File: src/rtl/irq_router_pkg.sv
package irq_router_pkg;

    localparam int NUM_SLOTS = 7;
    localparam int SLOT_W    = $clog2(NUM_SLOTS);
    localparam int NUM_SRC   = 5;
    localparam int NMI_SLOT  = 6;

    localparam int SRC_A   = 0;
    localparam int SRC_B   = 1;
    localparam int SRC_ETH = 2;
    localparam int SRC_SER = 3;
    localparam int SRC_SND = 4;

    typedef struct packed {
        logic              hit;
        logic [SLOT_W-1:0] slot;
    } route_t;

    // slot a source lands in for a given map; hit = 0 means diverted
    function automatic route_t route_of(input logic mode, input int src);
        route_t r;
        r.hit  = 1'b1;
        r.slot = '0;
        case (src)
            SRC_A:   r.slot = mode ? SLOT_W'(0) : SLOT_W'(5);
            SRC_B:   r.slot = SLOT_W'(1);
            SRC_ETH: begin r.slot = SLOT_W'(2); r.hit = ~mode; end
            SRC_SER: r.slot = SLOT_W'(3);
            SRC_SND: begin r.slot = SLOT_W'(4); r.hit = ~mode; end
            default: r.hit = 1'b0;
        endcase
        return r;
    endfunction

endpackage

File: src/rtl/irq_edge_router.sv
module irq_edge_router
    import irq_router_pkg::*;
(
    input  logic                 clk,
    input  logic                 rst_n,
    input  logic                 mode_i,
    input  logic [NUM_SRC-1:0]   req_i,
    output logic [NUM_SLOTS-1:0] set_o,
    output logic [NUM_SLOTS-1:0] clr_o,
    output logic                 aux_eth_o,
    output logic                 aux_snd_o
);

    typedef struct packed {
        logic               mode;
        logic [NUM_SRC-1:0] req;
    } rt_state_t;

    rt_state_t st_d, st_q;

    always_comb begin
        st_d      = st_q;
        st_d.mode = mode_i;
        st_d.req  = req_i;
        set_o     = '0;
        clr_o     = '0;
        for (int s = 0; s < NUM_SRC; s++) begin
            route_t r;
            r = route_of(st_q.mode, s);
            if (r.hit && (req_i[s] != st_q.req[s])) begin
                if (req_i[s]) set_o[r.slot] = 1'b1;
                else          clr_o[r.slot] = 1'b1;
            end
        end
        aux_eth_o = st_q.mode & st_q.req[SRC_ETH];
        aux_snd_o = ~(st_q.mode & st_q.req[SRC_SND]);
    end

    always_ff @(posedge clk) begin
        if (!rst_n) st_q <= '0;
        else        st_q <= st_d;
    end

endmodule

File: src/rtl/nmi_hold_timer.sv
module nmi_hold_timer #(
    parameter int HOLD_CYC = 5_000_000
) (
    input  logic clk,
    input  logic rst_n,
    input  logic trig_i,
    output logic expire_o
);

    localparam int CW = $clog2(HOLD_CYC + 1);

    typedef struct packed {
        logic [CW-1:0] cnt;
    } tm_state_t;

    tm_state_t st_d, st_q;

    always_comb begin
        st_d = st_q;
        if (trig_i)                st_d.cnt = CW'(HOLD_CYC);
        else if (st_q.cnt != '0)   st_d.cnt = st_q.cnt - CW'(1);
        expire_o = (st_q.cnt == CW'(1)) && !trig_i;
    end

    always_ff @(posedge clk) begin
        if (!rst_n) st_q <= '0;
        else        st_q <= st_d;
    end

endmodule

File: src/rtl/prio_level_enc.sv
module prio_level_enc #(
    parameter int NSLOT = 7,
    parameter int LW    = $clog2(NSLOT + 1)
) (
    input  logic [NSLOT-1:0] pend_i,
    output logic [LW-1:0]    level_o
);

    always_comb begin
        level_o = '0;
        for (int i = 0; i < NSLOT; i++) begin
            if (pend_i[i]) level_o = LW'(i + 1);
        end
    end

endmodule

File: src/rtl/irq_prio_router.sv
module irq_prio_router
    import irq_router_pkg::*;
#(
    parameter int CLK_HZ   = 50_000_000,
    parameter int HOLD_MS  = 100,
    parameter int VEC_BASE = 24
) (
    input  logic       clk,
    input  logic       rst_n,
    input  logic       mode_i,
    input  logic       req_a_i,
    input  logic       req_b_i,
    input  logic       req_eth_i,
    input  logic       req_ser_i,
    input  logic       req_snd_i,
    input  logic       nmi_trig_i,
    output logic [2:0] cpu_level_o,
    output logic [7:0] cpu_vector_o,
    output logic       aux_eth_o,
    output logic       aux_snd_o
);

    localparam int HOLD_CYC = (CLK_HZ / 1000) * HOLD_MS;
    localparam int LW       = $clog2(NUM_SLOTS + 1);

    typedef struct packed {
        logic [NUM_SLOTS-1:0] pending;
        logic [LW-1:0]        level;
        logic [7:0]           vector;
    } top_state_t;

    top_state_t st_d, st_q;

    logic [NUM_SRC-1:0]   req_vec;
    logic [NUM_SLOTS-1:0] rt_set, rt_clr;
    logic                 nmi_expire;
    logic [LW-1:0]        enc_level;
    logic [NUM_SLOTS-1:0] pending_q;

    assign req_vec = {req_snd_i, req_ser_i, req_eth_i, req_b_i, req_a_i};

    irq_edge_router u_router (
        .clk       (clk),
        .rst_n     (rst_n),
        .mode_i    (mode_i),
        .req_i     (req_vec),
        .set_o     (rt_set),
        .clr_o     (rt_clr),
        .aux_eth_o (aux_eth_o),
        .aux_snd_o (aux_snd_o)
    );

    nmi_hold_timer #(.HOLD_CYC(HOLD_CYC)) u_nmi (
        .clk      (clk),
        .rst_n    (rst_n),
        .trig_i   (nmi_trig_i),
        .expire_o (nmi_expire)
    );

    prio_level_enc #(.NSLOT(NUM_SLOTS), .LW(LW)) u_enc (
        .pend_i  (st_q.pending),
        .level_o (enc_level)
    );

    always_comb begin
        logic [NUM_SLOTS-1:0] set_all, clr_all;
        st_d    = st_q;
        set_all = rt_set;
        clr_all = rt_clr;
        if (nmi_trig_i) set_all[NMI_SLOT] = 1'b1;
        if (nmi_expire) clr_all[NMI_SLOT] = 1'b1;
        st_d.pending = (st_q.pending & ~clr_all) | set_all;
        st_d.level   = enc_level;
        st_d.vector  = (enc_level == '0) ? 8'd0 : 8'(VEC_BASE) + 8'(enc_level);
    end

    always_ff @(posedge clk) begin
        if (!rst_n) st_q <= '0;
        else        st_q <= st_d;
    end

    assign pending_q    = st_q.pending;
    assign cpu_level_o  = st_q.level;
    assign cpu_vector_o = st_q.vector;

endmodule

File: config.mk
export PLATFORM = sky130hd
export DESIGN_NAME = irq_prio_router
export DESIGN_NICKNAME = d
export VERILOG_FILES = /design/src/rtl/irq_router_pkg.sv /design/src/rtl/irq_edge_router.sv /design/src/rtl/nmi_hold_timer.sv /design/src/rtl/prio_level_enc.sv /design/src/rtl/irq_prio_router.sv
export SDC_FILE = /design/constraint.sdc
export NUM_CORES = 1
export LEC_CHECK = 0
export ABC_AREA = 1
export CORE_UTILIZATION = 55
export DETAILED_ROUTE_END_ITERATION = 12
export PLACE_DENSITY_LB_ADDON = 0.05
export SLEW_MARGIN = 20
export SYNTH_ARGS = -nofsm -noshare
export SYNTH_HDL_FRONTEND = slang
export SYNTH_SLANG_ARGS = --single-unit
File: constraint.sdc
create_clock -name clk -period 1.67 [get_ports clk]
set_clock_uncertainty 0.05 [all_clocks]
set_input_delay 0.334 -clock clk [delete_from_list [all_inputs] [get_ports clk]]
set_output_delay 0.334 -clock clk [all_outputs]
set_load 0.02 [all_outputs]
==> flow_summary.ini <==
[floorplanning]
fp.dieH_um = 65.1
die_w_um = 65.1
coreArea_um2 = 3740
start_util = 0.585
dieArea_um2 = 4240
rows = 22
io_pins = 22

[timing]
finalCritPeriodShare = 0.968
max_freq_mhz = 618
setup_viol = 0
hold_viol = 0
min_period_ps = 1620
slew_viol_final = 0

[grt]
overflow = 0
grt_use_met1 = 0.319
grt.busiest_layer = met2
antenna_found_initial = 0
grt_pass1_wl_um = 7200
grt_max_degree = 16
met3_usage = 0.0573
grt_pass1_vias = 1561
track_usage = 0.226
met2_usage = 0.340

[synth]
avgSynthCellArea_um2 = 7.45
synth-edff-count = 0
synth_warnings = 0
yosysSeqAreaShare = 0.393
synth_area_leaders = dfxtp_1, nand2_1, nor2_1
synth.largest_area_cell = dfxtp_1
ys_ff_latch = 43
syn-instance-count = 294
syn_area_um2 = 2190
synth_top_area_share = 0.393
yosys_most_used_dff = dfxtp_1
synthArstFlopShare = 0
yosys.cell_types.count = 34

[worst_setup_path]
worstPathMaxFanout = 13
path_cells = inv_1 -> ha_1 -> nand2_4 -> nor2_8 -> nand3_4 -> buf_4 -> nand2_2 -> a21oi_1
end_kind = flip-flop
cp_slowest_cell = dfxtp_1
r2r_slack_ps = 50
cp_num_buf_inv = 2
cpLargestDelayFamily = simple AND/OR/NAND/NOR gates
required_ps = 1800
critPathKind = reg2reg
slowest_delay_ps = 340
arrival_ps = 1750
startpoint_type = flip-flop

[placed_design]
port_buffers = 18
place.gp.congestion = 0.946
dpl.hpwl_um = 3350
place_inst = 360

[pwr]
p_clk_frac = 0.310
total_power_mw = 2.60
power_density_nw_per_um2 = 998
internal_power_mw = 1.79
pwr-share-comb = 0.243
p_seq_frac = 0.447
netSwitchingFraction = 0.312
ir_drop_uv = 623
p_leak_nw = 1.18
net-switching-power_mw = 0.810

[clocking]
cts_buffers = 5
htree_levels = 2
cts.clk_slew.worst_paths_ps = 80
insertion_delay_ps = 300
clock_sinks = 43
root_buffer = clkbuf_8
clock_path_buffers = 2
cts_tree = done

[routing]
viasPerCell = 4.99
wl_per_cell_um = 11.9
wirelength_um = 4460
drcViolationCount = 0
first_iter_violations = 113
ant_nets = 0
num_vias = 1873
drtPass1Iterations = 4

[final_layout]
diodes = 0
final_core_util = 0.695
final_cells = 375
area_delta_synth_final_pct = 18.9
final_nets = 338
drive_above_1_share = 0.180

[flow_run]
drv_cap = 0

[status]
status = finished clean

[min_path]
min_path_type = reg2reg
-- path summary, 6_finish.rpt --
kind,from,endpoint,cells past startpoint
worst max register to register,u_nmi.st_q[0],u_nmi.st_q[0],8
worst min register to register,u_router.st_q[3],flip-flop,1
worst min-delay path,u_router.st_q[3],flip-flop,1
worst max-delay path,u_nmi.st_q[0],u_nmi.st_q[0],8
-- per-layer routing --
| layer | vias to the layer above | routed length [um] |
|---|---|---|
| met5 | - | 0 |
| met4 | 0 | 55 |
| met3 | 8 | 213 |
| met2 | 49 | 1960 |
| met1 | 818 | 2240 |
| li1 | 998 | - |
-- power by group through the flow --
stage	clock network [mW]	registers (mW)	logic, mW
floorplan	0	1.19	0.454
global placement	0	1.18	0.614
detailed placement	0	1.18	0.619
CTS	0.818	1.16	0.624
global route	0.866	1.17	0.700
finish	0.806	1.16	0.630
-- sequential cells by signal, summed over array words and instances (netlist names), named ones only --
register and count:
u_nmi.st_q 23, u_router.st_q 6, cpu_level_o 3, cpu_vector_o 4
pending_q 3
-- per-stage QoR --
step	hold WS, ps	setup WS [ps]	instance area [um2]	setup TNS, ps
6_report	351	53.1	2600	0
5_1_grt	366	-25.6	2600	-32.4
4_1_cts	353	6.36	2540	0
3_5_place_dp	342	94.0	2430	0
3_3_place_gp	334	154	2430	0
2_1_floorplan	332	229	2200	0
-- synth_stat cells (2+ instances only) --
master,n
a21oi_1,16
nand3_2,3
nor2_8,2
nand2_2,4
inv_2,2
nor2_1,42
clkinv_1,2
nor2_4,6
a211oi_1,2
nand2_4,3
xnor2_1,5
nor2_2,10
dfxtp_1,43
nand3_4,2
xor2_1,3
a221oi_1,2
a21o_1,2
inv_1,29
buf_4,4
nand3_1,17
clkbuf_1,4
nand4_1,6
nor3_1,4
o21ai_0,9
ha_1,3
nand2_1,61
-- area by class of cell --
| type | count | area, um2 |
|---|---|---|
| Tap cell | 48 | 60.1 |
| Multi-Input combinational cell | 210 | 1150 |
| Timing Repair Buffer | 32 | 287 |
| Clock inverter | 3 | 43.8 |
| Clock buffer | 5 | 68.8 |
| Fill cell | 315 | 1140 |
| Sequential cell | 43 | 861 |
| Inverter | 34 | 129 |
-- cell families (layout without fill, tap and decap cells) --
group	after synthesis	in the layout	share of synthesized area
other	1	3	0.00171
DFF	43	43	0.393
and+or+nand+nor	163	163	0.386
adders and majority gates	3	3	0.0171
buffers and inverters	43	74	0.0846
AOI/OAI and AO/OA	33	33	0.0851
xor gates and xnor gates	8	8	0.0320
-- layout by cell type, fill, tap and decap left out, drive strengths merged, types with 3 or more instances in the layout --
| cell | count |
|---|---|
| nand4 | 6 |
| nor3 | 5 |
| inv | 31 |
| dfxtp | 43 |
| xnor2 | 5 |
| conb | 3 |
| buf | 14 |
| nand2 | 68 |
| a21oi | 17 |
| clkdlybuf4s50 | 16 |
| nand3 | 22 |
| ha | 3 |
| o21ai | 10 |
| clkinv | 5 |
| xor2 | 3 |
| nor2 | 60 |
| clkbuf | 5 |
-- timing repair --
action	CTS	global route
cloned	0	0
hold buffers	0	0
resized for setup	1	2
setup buffers	0	7
endpoints found under the hold margin	0	0
endpoints found under the setup margin	1	6
Power figures use the tool's default switching activity.
